[src/rtl/sysctl_pkg.sv]
// Package: shared offsets, access kinds and bit masks of the system control bank.
// Assumes word-aligned register offsets on an 8-bit byte address.
package sysctl_pkg;
    typedef enum logic [1:0] {
        ACC_FETCH = 2'd0,
        ACC_LOAD  = 2'd1,
        ACC_STORE = 2'd2,
        ACC_RSVD  = 2'd3
    } acc_kind_e;

    localparam int          REG_AW      = 8;
    localparam logic [7:0]  OFS_TRAP    = 8'h00;
    localparam logic [7:0]  OFS_FIQ     = 8'h04;
    localparam logic [7:0]  OFS_OVL_EN  = 8'h08;
    localparam logic [7:0]  OFS_OVL_VAL = 8'h0C;
    localparam logic [7:0]  OFS_CAP     = 8'h10;

    localparam logic [31:0] TRAP_KEEP   = 32'h0001_0001;
    localparam logic [31:0] TRAP_INIT   = 32'h0001_0000;
endpackage

[src/rtl/sysctl_regfile.sv]
// Module: register storage and read mux of the system control bank.
// Holds the trap control, core mask, overlay enable and overlay word.
// The capability word is a parameter. Writes land on the clock edge
// where reg_we is high. Reads are combinational.
module sysctl_regfile
    import sysctl_pkg::*;
#(
    parameter int          DATA_W    = 32,
    parameter int          NUM_CORES = 4,
    parameter int          CAP_BITS  = 3,
    parameter logic [CAP_BITS-1:0] CAP_WORD = 3'b111
) (
    input  logic              clk,
    input  logic              rst_n,
    input  logic [REG_AW-1:0] reg_addr,
    input  logic [DATA_W-1:0] reg_wdata,
    input  logic              reg_we,
    output logic [DATA_W-1:0] reg_rdata,
    output logic              trap_en,
    output logic [NUM_CORES-1:0] fiq_q,
    output logic              ovl_en,
    output logic [DATA_W-1:0] ovl_val
);
    localparam int FIQ_PAD = DATA_W - NUM_CORES;
    localparam int CAP_PAD = DATA_W - CAP_BITS;

    logic [DATA_W-1:0] trap_q;
    logic              wr_trap, wr_fiq, wr_ovl_en, wr_ovl_val;

    // Decode which register the current write targets.
    always_comb begin
        wr_trap    = reg_we && (reg_addr == OFS_TRAP);
        wr_fiq     = reg_we && (reg_addr == OFS_FIQ);
        wr_ovl_en  = reg_we && (reg_addr == OFS_OVL_EN);
        wr_ovl_val = reg_we && (reg_addr == OFS_OVL_VAL);
    end

    // Trap control: keep only the implemented bits.
    always_ff @(posedge clk) begin
        if (!rst_n)       trap_q <= TRAP_INIT[DATA_W-1:0];
        else if (wr_trap) trap_q <= reg_wdata & TRAP_KEEP[DATA_W-1:0];
    end

    // One mask flop per core, reset to masked.
    for (genvar c = 0; c < NUM_CORES; c++) begin : g_core_mask
        always_ff @(posedge clk) begin
            if (!rst_n)      fiq_q[c] <= 1'b1;
            else if (wr_fiq) fiq_q[c] <= reg_wdata[c];
        end
    end

    // Overlay enable and the overlay word.
    always_ff @(posedge clk) begin
        if (!rst_n) begin
            ovl_en  <= 1'b0;
            ovl_val <= '0;
        end else begin
            if (wr_ovl_en)  ovl_en  <= reg_wdata[0];
            if (wr_ovl_val) ovl_val <= reg_wdata;
        end
    end

    assign trap_en = trap_q[0];

    // Read mux: unmapped offsets and unused bits read as zero.
    always_comb begin
        unique case (reg_addr)
            OFS_TRAP:    reg_rdata = trap_q;
            OFS_FIQ:     reg_rdata = {{FIQ_PAD{1'b0}}, fiq_q};
            OFS_OVL_EN:  reg_rdata = {{(DATA_W-1){1'b0}}, ovl_en};
            OFS_OVL_VAL: reg_rdata = ovl_val;
            OFS_CAP:     reg_rdata = {{CAP_PAD{1'b0}}, CAP_WORD};
            default:     reg_rdata = '0;
        endcase
    end

    // the first cycle out of reset sees every core masked.
    p_mask_init_r1: assert property (@(posedge clk) disable iff (!rst_n)
        $past(!rst_n) |-> (fiq_q == {NUM_CORES{1'b1}}));

    // a mask write shows up on the next cycle.
    p_mask_write_r2: assert property (@(posedge clk) disable iff (!rst_n)
        ($past(rst_n) && $past(wr_fiq)) |-> (fiq_q == $past(reg_wdata[NUM_CORES-1:0])));

    // the capability word never changes on the bus.
    p_cap_fixed_r8: assert property (@(posedge clk) disable iff (!rst_n)
        (reg_addr == OFS_CAP) |-> (reg_rdata[CAP_BITS-1:0] == CAP_WORD));
endmodule

[src/rtl/sysctl_null_trap.sv]
// Module: low-page trap detector.
// Flags loads and stores below PAGE_LIMIT while the trap is armed.
// Fetches and reserved kinds pass through. The path is purely
// combinational; clk and rst_n serve only the assertions.
module sysctl_null_trap
    import sysctl_pkg::*;
#(
    parameter int              PA_W       = 32,
    parameter logic [PA_W-1:0] PAGE_LIMIT = 'h1000
) (
    input  logic            clk,
    input  logic            rst_n,
    input  logic            trap_en,
    input  logic            acc_valid,
    input  logic [PA_W-1:0] acc_addr,
    input  logic [1:0]      acc_kind,
    output logic            acc_trap
);
    logic is_data, in_page;

    // Classify the access and raise the trap.
    always_comb begin
        is_data  = (acc_kind == ACC_LOAD) || (acc_kind == ACC_STORE);
        in_page  = (acc_addr < PAGE_LIMIT);
        acc_trap = trap_en && acc_valid && is_data && in_page;
    end

    // instruction fetches never trap.
    p_fetch_free_r4: assert property (@(posedge clk) disable iff (!rst_n)
        (acc_kind == ACC_FETCH) |-> !acc_trap);

    // addresses at or above the page limit never trap.
    p_high_free_r4: assert property (@(posedge clk) disable iff (!rst_n)
        (acc_addr >= PAGE_LIMIT) |-> !acc_trap);
endmodule

[src/rtl/sysctl_rom_overlay.sv]
// Module: boot-ROM read overlay.
// Replaces ROM data with the overlay word on valid loads inside
// [ROM_BASE, ROM_BASE+ROM_SIZE) while the overlay is enabled. The path
// is combinational; clk and rst_n serve only the assertions.
module sysctl_rom_overlay
    import sysctl_pkg::*;
#(
    parameter int              PA_W     = 32,
    parameter int              DATA_W   = 32,
    parameter logic [PA_W-1:0] ROM_BASE = 'h0001_0000,
    parameter logic [PA_W-1:0] ROM_SIZE = 'h0001_0000
) (
    input  logic              clk,
    input  logic              rst_n,
    input  logic              ovl_en,
    input  logic [DATA_W-1:0] ovl_val,
    input  logic              acc_valid,
    input  logic [PA_W-1:0]   acc_addr,
    input  logic [1:0]        acc_kind,
    input  logic [DATA_W-1:0] rom_rdata_in,
    output logic [DATA_W-1:0] rd_data_out,
    output logic              overlay_hit
);
    localparam logic [PA_W:0] ROM_END = {1'b0, ROM_BASE} + {1'b0, ROM_SIZE};

    logic in_rom;

    // Window check and data substitution.
    always_comb begin
        in_rom      = (acc_addr >= ROM_BASE) && ({1'b0, acc_addr} < ROM_END);
        overlay_hit = ovl_en && acc_valid && (acc_kind == ACC_LOAD) && in_rom;
        rd_data_out = overlay_hit ? ovl_val : rom_rdata_in;
    end

    // a hit always returns the programmed word.
    p_hit_word_r6: assert property (@(posedge clk) disable iff (!rst_n)
        overlay_hit |-> (rd_data_out == ovl_val));

    // stores are never substituted.
    p_store_pass_r7: assert property (@(posedge clk) disable iff (!rst_n)
        (acc_kind == ACC_STORE) |-> (rd_data_out == rom_rdata_in));
endmodule

[src/rtl/sysctl_trap_bank.sv]
// Module: top of the system control bank.
// Joins the register file, the low-page trap and the ROM overlay.
// Assumes a single clock and a synchronous active-low reset.
module sysctl_trap_bank
    import sysctl_pkg::*;
#(
    parameter int                   DATA_W     = 32,
    parameter int                   PA_W       = 32,
    parameter int                   NUM_CORES  = 4,
    parameter int                   CAP_BITS   = 3,
    parameter logic [CAP_BITS-1:0]  CAP_WORD   = 3'b111,
    parameter logic [PA_W-1:0]      PAGE_LIMIT = 'h1000,
    parameter logic [PA_W-1:0]      ROM_BASE   = 'h0001_0000,
    parameter logic [PA_W-1:0]      ROM_SIZE   = 'h0001_0000
) (
    input  logic                 clk,
    input  logic                 rst_n,
    input  logic [7:0]           reg_addr,
    input  logic [DATA_W-1:0]    reg_wdata,
    input  logic                 reg_we,
    output logic [DATA_W-1:0]    reg_rdata,
    input  logic                 acc_valid,
    input  logic [PA_W-1:0]      acc_addr,
    input  logic [1:0]           acc_kind,
    output logic                 acc_trap,
    input  logic [DATA_W-1:0]    rom_rdata_in,
    output logic [DATA_W-1:0]    rd_data_out,
    output logic                 overlay_hit,
    output logic [NUM_CORES-1:0] fiq_mask
);
    logic              trap_en;
    logic              ovl_en;
    logic [DATA_W-1:0] ovl_val;

    sysctl_regfile #(
        .DATA_W(DATA_W), .NUM_CORES(NUM_CORES),
        .CAP_BITS(CAP_BITS), .CAP_WORD(CAP_WORD)
    ) u_regs (
        .clk(clk), .rst_n(rst_n),
        .reg_addr(reg_addr), .reg_wdata(reg_wdata), .reg_we(reg_we),
        .reg_rdata(reg_rdata), .trap_en(trap_en), .fiq_q(fiq_mask),
        .ovl_en(ovl_en), .ovl_val(ovl_val)
    );

    sysctl_null_trap #(.PA_W(PA_W), .PAGE_LIMIT(PAGE_LIMIT)) u_trap (
        .clk(clk), .rst_n(rst_n), .trap_en(trap_en),
        .acc_valid(acc_valid), .acc_addr(acc_addr), .acc_kind(acc_kind),
        .acc_trap(acc_trap)
    );

    sysctl_rom_overlay #(
        .PA_W(PA_W), .DATA_W(DATA_W), .ROM_BASE(ROM_BASE), .ROM_SIZE(ROM_SIZE)
    ) u_ovl (
        .clk(clk), .rst_n(rst_n), .ovl_en(ovl_en), .ovl_val(ovl_val),
        .acc_valid(acc_valid), .acc_addr(acc_addr), .acc_kind(acc_kind),
        .rom_rdata_in(rom_rdata_in), .rd_data_out(rd_data_out),
        .overlay_hit(overlay_hit)
    );
endmodule

[config.mk]
export PLATFORM = sky130hd
export DESIGN_NAME = sysctl_trap_bank
export DESIGN_NICKNAME = d
export VERILOG_FILES = /design/src/rtl/sysctl_pkg.sv /design/src/rtl/sysctl_regfile.sv /design/src/rtl/sysctl_null_trap.sv /design/src/rtl/sysctl_rom_overlay.sv /design/src/rtl/sysctl_trap_bank.sv
export SDC_FILE = /design/constraint.sdc
export NUM_CORES = 1
export LEC_CHECK = 0
export ABC_AREA = 1
export ABC_CLOCK_PERIOD_IN_PS = 1850
export BUFFER_PORTS_ARGS = -buffer_cell sky130_fd_sc_hd__buf_4
export CAP_MARGIN = 10
export CORE_UTILIZATION = 37
export CTS_BUF_LIST = sky130_fd_sc_hd__clkbuf_8
export CTS_CLUSTER_DIAMETER = 80
export DETAILED_ROUTE_END_ITERATION = 6
export GPL_ROUTABILITY_DRIVEN = 0
export PLACE_DENSITY = 0.74
export SETUP_SLACK_MARGIN = 0.4
export SYNTH_ARGS = -nofsm -noshare
export SYNTH_HDL_FRONTEND = slang
export SYNTH_SLANG_ARGS = --single-unit
[constraint.sdc]
create_clock -name clk -period 1.85 [get_ports clk]
set_input_delay 0.37 -clock clk [delete_from_list [all_inputs] [get_ports clk]]
set_output_delay 0.37 -clock clk [all_outputs]
set_load 0.02 [all_outputs]
==> flow_summary.ini <==
[global_routing]
grt.total_usage_pct = 25.7
grt_overflow = 0
grt_pass1_vias = 3426
antenna_found_initial = 0
grt_pass1_wl_um = 15400
grt_max_degree = 40

[yosys]
synth_compound_area_share_pct = 0.366
synthAdderAreaFrac_pct = 0.457
synth_area_per_cell_um2 = 5.69
synth_top_area_cell = dfxtp_1
synth_edf_count = 0
synth_ff_type = dfxtp_1
synthesis.nets = 592
synth_top_family_by_area = simple AND/OR/NAND/NOR gates
synthSimpleGateAreaFrac_pct = 54.1
synthMuxAreaShare_pct = 0
synth_seq_cells = 39
synth_area_um2 = 2740
synth-xor-area-share_pct = 0
synthCells = 481
async_reset_ff_share_pct = 0
synthTopCellsByArea = dfxtp_1 (29%), nand2_1 (18%), nor2_1 (15%)
synthDominantCellAreaShare_pct = 28.5
seq_area_frac_synth_pct = 28.5
synth_cell_types = 20
yosysWarningCount = 0

[final_layout]
mostFrequentLayoutCells = buf_4 (127), nand2_1 (77), inv_1 (65), buf_6 (62), nor2_4 (60)
final-seq-area_um2 = 782
multiInputGateArea_um2 = 2290
n_antenna_cell = 0
design_area_um2 = 5660
fin_nets = 778
syn_to_final_growth_pct = 107
final_util_pct = 81.0
layout_commonest_cell = buf_4
layout-drive-gt1-share_pct = 54.0
fillCellCount = 479

[timing]
fin_skew_ns = 0
setup_slack_ns = -0.0367
max_freq_ghz = 0.530
rsz0062_at_grt = true
slew_violations = 0
hold_viol = 0
setup_viol = 23
maxSlewHeadroom_pct = 71.7
fin_crit_sh_pct = 102
period_minus_slack_ns = 1.89
worst_pin_slew_ns = 0.425

[detailed_routing]
vias = 3745
drtIter0Drc = 139
drt-wirelength-per-cell_um = 14.4
post-route-drc-count = 0
ant_nets = 0
detail_route.first_pass.iterations = 4
via_per_inst = 4.90
routed_wl_um = 11000

[placement]
port-buffer-count = 167
dp_hpwl_um = 7210
place_area_um2 = 4680

[floorplan]
rows = 30
start_util_pct = 39.2
dieArea_um2 = 7750
die_w_um = 88.0
die-height_um = 88.0
io_pins = 180
core_um2 = 6980

[setup_path]
path_common_cell = buf_4
crit_required_ns = 1.48
max_stage_delay_ns = 0.23
crit_arrival_ns = 1.52
path_cells = buf_4, nor2_1, nand2_1, nor2_4, buf_4, nand4_1, nand2_4, buf_6
cp_slowest_cell = buf_4
cp_max_fo = 15
end_kind = output pin
cp-start-kind = input pin
timing.critical_path.buf_inv = 3
critical_path_class = in2out
crit_family = simple AND/OR/NAND/NOR gates

[job]
cap_violations = 0

[power_and_ir_drop]
p_leak_uw = 0.00265
total_power_uw = 1980
p_per_area_nw_per_um2 = 350
vdd_drop_max_mv = 0.256

[min_path]
hold_path_class = in2reg

[status]
violations = setup timing
status = finished with violations

[clock_network]
insertion_delay_ns = 0.29
htreeDepth = 2
postCtsHoldBufs = 0
cts_tree = built
cts_made_buffers = 5
clockBufferDepth = 2
clockRootBuffer = clkbuf_8
path_clk_slew_ns = 0.08
cts_sinks = 39
-- layer usage --
layer	routed length [µm]	GRT usage [%]	vias to the layer above
met4	272	11.0	0
met1	3990	27.5	1728
met5	0	0	-
li1	-	-	1849
met3	593	3.39	21
met2	6130	50.1	147
-- worst register-to-register path, stage by stage, from the launching register on --
cell	delay, ns
dfxtp_1	0.34
nor2_1	0.14
nor2_1	0.07
-- area by class of cell --
cell class,count,area share [%]
Multi-Input combinational cell,342,40.4
Timing Repair Buffer,209,36.9
Sequential cell,39,13.8
Inverter,70,4.98
Tap cell,96,2.12
Clock buffer,7,1.70
Clock inverter,1,0.0664
-- repair_timing --
action,in CTS,in global routing
gates cloned,3,4
setup endpoints to repair,66,88
buffers inserted,12,3
gates resized for setup,90,57
pin swaps,28,53
endpoints found under the hold margin,0,0
-- cells by family after synthesis --
family,after synthesis
adders and majority gates,1
AOI/OAI and AO/OA,2
buffers and inverters,100
DFF,39
and+or+nand+nor,339
-- state kept, by name, indices dropped and copies added, names as in the netlist --
name / count
u_regs.ovl_val: 32
u_regs.fiq_q: 4
u_regs.trap_q: 2
u_regs.ovl_en: 1
-- cell usage after synthesis, types with 2 or more instances --
cell type	instances
nor2_2	8
buf_1	2
a21oi_1	2
nand2_2	2
clkbuf_1	6
nand4_1	32
nor2_1	108
buf_2	14
buf_6	8
nand2_1	133
inv_1	69
nor2_4	4
dfxtp_1	39
nand3_1	48
-- stage by stage --
step	cells	setup slack, ns	setup TNS [ns]	hold WS, ns
floorplan	481	0.309	0	0.429
global placement	734	-0.0464	-0.855	0.439
detailed placement	734	-0.0534	-1.24	0.473
CTS	757	-0.0367	-0.536	0.323
global route	764	-0.110	-2.37	0.338
finish	764	-0.0367	-0.429	0.324
-- power by group --
part	total [µW]	switching (µW)	leakage, µW	internal (µW)
registers	843	2.22	0.000315	841
logic	503	235	0.00228	268
clock network	635	300	0.0000557	335
total	1980	538	0.00265	1440
-- worst paths after layout --
path	start	slack, ns	endpoint	depth (start not counted)
worst min-delay path	reg_wdata[0]	0.32	u_regs.trap_q[0]	3
worst max-delay path	acc_addr[25]	-0.04	rd_data_out[25]	8
worst min register to register	u_regs.ovl_val[10]	0.50	u_regs.ovl_val[10]	2
worst max register to register	u_regs.ovl_val[19]	1.19	u_regs.ovl_val[19]	2
Power figures use the tool's default switching activity.
